**src/rtl/lba_pkg.sv**
```systemverilog
package lba_pkg;
  localparam int NUM_MASTERS = 3;
  localparam int IDX_CPU     = 0;
  localparam int IDX_PCI     = 1;
  localparam int IDX_DMA     = 2;

  typedef enum logic [2:0] {
    ST_IDLE = 3'd0,
    ST_CPU  = 3'd1,
    ST_PCI  = 3'd2,
    ST_DMA  = 3'd3,
    ST_WB   = 3'd4
  } lba_state_e;
endpackage

```
**src/rtl/lba_pick.sv**
```systemverilog
module lba_pick
  import lba_pkg::*;
(
  input  logic       pci_req_i,
  input  logic       dma_req_i,
  input  logic       clk_chg_i,
  input  logic       dma_first_i,
  output lba_state_e pick_o
);
  // Choice made from a free bus: bus masters first, then the CPU (requested or parked)
  always_comb begin
    if (pci_req_i && dma_req_i) begin
      pick_o = dma_first_i ? ST_DMA : ST_PCI;
    end else if (dma_req_i) begin
      pick_o = ST_DMA;
    end else if (pci_req_i) begin
      pick_o = ST_PCI;
    end else if (!clk_chg_i) begin
      pick_o = ST_CPU;
    end else begin
      pick_o = ST_IDLE;
    end
  end
endmodule

```
**src/rtl/lba_rr.sv**
```systemverilog
module lba_rr (
  input  logic clk,
  input  logic rst_n,
  input  logic en_i,
  input  logic dma_served_i,
  output logic dma_first_o
);
  logic turn_q;
  logic turn_n;

  always_comb begin
    turn_n = turn_q;
    if (en_i) begin
      turn_n = !dma_served_i;
    end
  end

  always_ff @(posedge clk or negedge rst_n) begin
    if (!rst_n) begin
      turn_q <= 1'b0;
    end else begin
      turn_q <= turn_n;
    end
  end

  assign dma_first_o = turn_q;
endmodule

```
**src/rtl/lbus_arbiter.sv**
```systemverilog
module lbus_arbiter
  import lba_pkg::*;
(
  input  logic clk,
  input  logic rst_n,
  input  logic req_cpu_i,
  input  logic req_pci_i,
  input  logic req_dma_i,
  input  logic wb_req_i,
  input  logic clk_chg_i,
  output logic gnt_cpu_o,
  output logic gnt_pci_o,
  output logic gnt_dma_o
);
  lba_state_e             st_q, st_n, pick;
  logic                   lock_q, lock_n;
  logic [NUM_MASTERS-1:0] gnt_q, gnt_n;
  logic                   dma_first;
  logic                   rr_en;

  lba_pick u_pick (
    .pci_req_i  (req_pci_i),
    .dma_req_i  (req_dma_i),
    .clk_chg_i  (clk_chg_i),
    .dma_first_i(dma_first),
    .pick_o     (pick)
  );

  assign rr_en = (st_q == ST_IDLE) && ((st_n == ST_PCI) || (st_n == ST_DMA));

  lba_rr u_rr (
    .clk         (clk),
    .rst_n       (rst_n),
    .en_i        (rr_en),
    .dma_served_i(st_n == ST_DMA),
    .dma_first_o (dma_first)
  );

  // Next owner
  always_comb begin
    st_n = st_q;
    case (st_q)
      ST_CPU: begin
        if (!req_cpu_i && (req_pci_i || req_dma_i || clk_chg_i)) st_n = ST_IDLE;
      end
      ST_PCI: begin
        if (!req_pci_i) st_n = ST_IDLE;
      end
      ST_DMA: begin
        if (!req_dma_i || wb_req_i) st_n = ST_IDLE;
      end
      ST_WB: begin
        if (!wb_req_i) st_n = ST_IDLE;
      end
      default: begin
        if (lock_q && req_dma_i) begin
          st_n = wb_req_i ? ST_WB : ST_DMA;
        end else begin
          st_n = pick;
        end
      end
    endcase
  end

  // DMA lock lasts from its grant until its request falls
  always_comb begin
    lock_n = (st_n == ST_DMA) || (lock_q && req_dma_i);
  end

  always_comb begin
    gnt_n = '0;
    case (st_n)
      ST_CPU, ST_WB: gnt_n[IDX_CPU] = 1'b1;
      ST_PCI:        gnt_n[IDX_PCI] = 1'b1;
      ST_DMA:        gnt_n[IDX_DMA] = 1'b1;
      default:       gnt_n = '0;
    endcase
  end

  always_ff @(posedge clk or negedge rst_n) begin
    if (!rst_n) begin
      st_q   <= ST_CPU;
      lock_q <= 1'b0;
      gnt_q  <= NUM_MASTERS'(1) << IDX_CPU;
    end else begin
      st_q   <= st_n;
      lock_q <= lock_n;
      gnt_q  <= gnt_n;
    end
  end

  assign gnt_cpu_o = gnt_q[IDX_CPU];
  assign gnt_pci_o = gnt_q[IDX_PCI];
  assign gnt_dma_o = gnt_q[IDX_DMA];

  AST_ONE_GRANT: assert property (@(posedge clk) disable iff (!rst_n)
    $onehot0({gnt_dma_o, gnt_pci_o, gnt_cpu_o}));

  AST_GAP_ON_SWITCH: assert property (@(posedge clk) disable iff (!rst_n)
    (gnt_q != '0) |=> ((gnt_q == $past(gnt_q)) || (gnt_q == '0)));

  AST_PARK_CPU: assert property (@(posedge clk) disable iff (!rst_n)
    (gnt_q == '0 && !req_cpu_i && !req_pci_i && !req_dma_i && !clk_chg_i) |=> gnt_cpu_o);

  AST_CLKCHG_IDLE: assert property (@(posedge clk) disable iff (!rst_n)
    (gnt_q == '0 && !req_cpu_i && !req_pci_i && !req_dma_i && clk_chg_i) |=> (gnt_q == '0));

  AST_NO_NEW_CPU: assert property (@(posedge clk) disable iff (!rst_n)
    ($rose(gnt_cpu_o) && st_q != ST_WB) |-> !$past(clk_chg_i));

  AST_DMA_HOLD: assert property (@(posedge clk) disable iff (!rst_n)
    (gnt_dma_o && req_dma_i && !wb_req_i) |=> gnt_dma_o);

  AST_DMA_RELEASE: assert property (@(posedge clk) disable iff (!rst_n)
    (gnt_dma_o && !req_dma_i) |=> !gnt_dma_o);

  AST_WB_RETURN: assert property (@(posedge clk) disable iff (!rst_n)
    (lock_q && req_dma_i && !wb_req_i && gnt_q == '0) |=> gnt_dma_o);
endmodule

```
**config.mk**
```make
export PLATFORM = sky130hd
export DESIGN_NAME = lbus_arbiter
export DESIGN_NICKNAME = d
export VERILOG_FILES = /design/src/rtl/lba_pkg.sv /design/src/rtl/lba_pick.sv /design/src/rtl/lba_rr.sv /design/src/rtl/lbus_arbiter.sv
export SDC_FILE = /design/constraint.sdc
export NUM_CORES = 1
export LEC_CHECK = 0
export BUFFER_PORTS_ARGS = -buffer_cell sky130_fd_sc_hd__buf_4
export CAP_MARGIN = 20
export CORE_MARGIN = 10
export CORE_UTILIZATION = 25
export DETAILED_ROUTE_END_ITERATION = 8
export HOLD_SLACK_MARGIN = 0.06
export PLACE_DENSITY = 0.54
export SETUP_SLACK_MARGIN = 0.15
export SLEW_MARGIN = 10
export SYNTH_ARGS = -nofsm -noshare
export SYNTH_HDL_FRONTEND = slang
export SYNTH_SLANG_ARGS = --single-unit
```
**constraint.sdc**
```tcl
create_clock -name clk -period 2.35 [get_ports clk]
set_input_delay 0.47 -clock clk [delete_from_list [all_inputs] [get_ports clk]]
set_output_delay 0.47 -clock clk [all_outputs]
set_load 0.01 [all_outputs]
```
==> impl_results.md <==
- Post-Syn Instances: between 40 and 50
- H-tree Lvls: 1
- R2r startpoint: lock_q
- Initial core utilization: 0.264
- Crit path max fanout: 6
- Final Slew Violations: 0
- Antenna-violating nets left: 0
- Commonest non-fill, non-tap cells in the layout: 9 x buf_4, 6 x dfrtp_1, 4 x nand2_1
- Share of the synthesized area in the top cell type: 0.329
- Hold slack final: between 0.4 and 0.5 ns
- Final HPWL DP: approximately 870 um
- TritonCTS clock tree: yes
- Drt total wl: ~1100 um
- DR vias/cell: 4.73
- WS Path Type: flip-flop to flip-flop
- Fin nets: 70
- Worst hold path depth: 1
- P_leak: around 0.00026 uW
- Residual DRC: 0
- # diodes: 0
- Global route overflow: 0
- Vias in the first global route: approximately 430
- Most area-hungry cell type in the Yosys netlist: dfrtp_1
- Register area share after synthesis: 0.444
- Hold Path Class: flip-flop to flip-flop
- Critical path arrival: between 1.5 and 2 ns
- M1 GR Usage: 0.0737
- Core ar.: 1730 um2
- Commonest non-fill, non-tap cell in the layout: buf_4
- Power Total: slightly above 600 uW
- Setup bufs post-CTS: 0
- Final setup violation count: 0
- Hold_sp: u_rr.dma_first_o
- GR Util All Layers: 0.0616
- Initial antenna violation count: 0
- Clk slew on worst S/H paths: approximately 0.050 ns
- Post-Syn Area: 457 um2
- Startpoint types: flip-flop
- R2r setup slk: between 0.8 and 0.9 ns
- Synth warn: 0
- Final worst-path cycle share: 0.651
- M3 GR Usage: 0.0269
- Status: finished, final reports clean
- Number of placed I/O pins: 10
- Synth cell types: 28
- Row count: 15
- Die W: approximately 63 um
- DR WL/cell: 12.3 um
- Pin count of the biggest net entering global routing: 12
- RD Place Congestion: ~0.84
- Unrepaired setup endpoints after global routing: no
- Slew headroom: 0.780
- Clk_skew: 0.00349 ns
- Top post-synthesis cells by area: dfrtp_1 33%, dfstp_2 12%, a21oi_1 3.3%
- FMAX: approximately 0.65 GHz
- R2r endpoint: gnt_q[1]
- Hold worst-path end: u_rr.dma_first_o
- Met2 GRT Util: 0.0936
- R2r worst-path depth: 4
- Die height: around 63 um
- CTS buffer count: 3
- Clock Path Buffers: 2
- CP Capture Type: flip-flop
- Gr busiest metal: met2
- Iteration count of the initial detailed-routing pass: 4
- Min Tclk post-route: roughly 1.5 ns
- Max-cap check violation count: 0
- PwrDens: between 1000 and 1500 nW/um2
- Measured slew at the worst slew-check pin: around 0.33 ns
- Syn-to-layout area delta: 27.9%
- Share of layout cells above drive strength 1: 0.279
- DRT iter0 DRCs: 6
- CTS root buf: clkbuf_4
- DIE AREA: 3940 um2
- Mean post-synth cell area: just over 9 um2
- Routed vias: around 400
- Hold Violations, Final: 0
- Seq cells post-synth: 8
- Buffers on Ports: 9
- Setup TNS: 0 ns
- Hold buffer count at CTS: 1
- First-pass GRT wire length: around 2000 um
- Syn_nets: 56
- Worst path required time: 2.53 ns
- Sink Count: 8
- Peak VDD IR: roughly 0.36 mV
- Post-cts sizing count: 0
- Clock Latency Late Sink: about 0.25 ns
-- per-stage QoR --
step | setup WS (ns) | cells | instance area (um2) | utilization
after floorplan | 0.775 | 49 | 457 | -
after global placement | 0.584 | 82 | 552 | 0.320
after detailed placement | 0.576 | 82 | 552 | 0.320
after CTS | 0.813 | 86 | 584 | 0.338
after global routing | 0.708 | 86 | 584 | 0.338
final | 0.820 | 86 | 584 | 0.338
-- how the worst max path moves through the flow --
stage              start          endpoint  slack, ns  depth (start not counted)
3_3_place_gp   req_dma_i          gnt_q[1]       0.58                          5
4_1_cts          st_q[1]            lock_q       0.81                          4
5_1_grt          st_q[0]  u_rr.dma_first_o       0.71                          5
6_report          lock_q          gnt_q[1]       0.82                          4
2_1_floorplan  req_dma_i          gnt_q[1]       0.78                          4
3_5_place_dp   req_dma_i          gnt_q[1]       0.58                          5
-- layer usage --
metal  vias to the layer above  wire length [um]
li1                        208                 -
met1                       189               510
met2                         8               506
met3                         2                26
met4                         0                14
met5                         -                 0
-- where the power goes --
group / leakage (uW) / internal (uW) / total [uW] / switching, uW
clock: 0.0000138 / 58.1 / 101 / 42.4
sequential: 0.0000980 / 205 / 253 / 47.2
combinational: 0.000153 / 124 / 253 / 129
total: 0.000264 / 387 / 606 / 218
-- state kept, by name, summed over array words and instances (netlist names) --
register and cells:
lock_q 1, st_q 3, gnt_q 3, u_rr.dma_first_o 1
-- Yosys cell counts, drive strengths merged --
library cell / instances
nor2: 2
a31oi: 1
a21oi: 3
inv: 3
nand4: 1
nor3: 3
and3b: 1
and4: 1
o211ai: 1
and3: 2
o32a: 1
o21a: 2
dfstp: 2
clkbuf: 1
nand3: 2
and2: 1
or3: 1
dfrtp: 6
o21bai: 2
or3b: 2
o21ai: 1
a221oi: 1
o31ai: 1
or2: 1
nand2b: 2
a32o: 1
nand2: 4
-- final cells by class --
cell class              instances  area, um2
flip-flops and latches          8        203
fillers                       191       1140
well taps                      25       31.3
clock buffers                   3       22.5
inverters                       3       11.3
multi-input cells              37        239
repair buffers                 10       77.6
-- worst max-delay path, cell delays in order (launching register included) --
cell and delay, ns:
dfrtp_1 0.43, or3b_1 0.39, and4_1 0.22, o21bai_1 0.24, and3_1 0.19
-- cell families after synthesis --
family,share of synthesized area
simple gates,0.290
buf+inv,0.0329
flops,0.444
compound gates,0.233
Power figures use the tool's default switching activity.
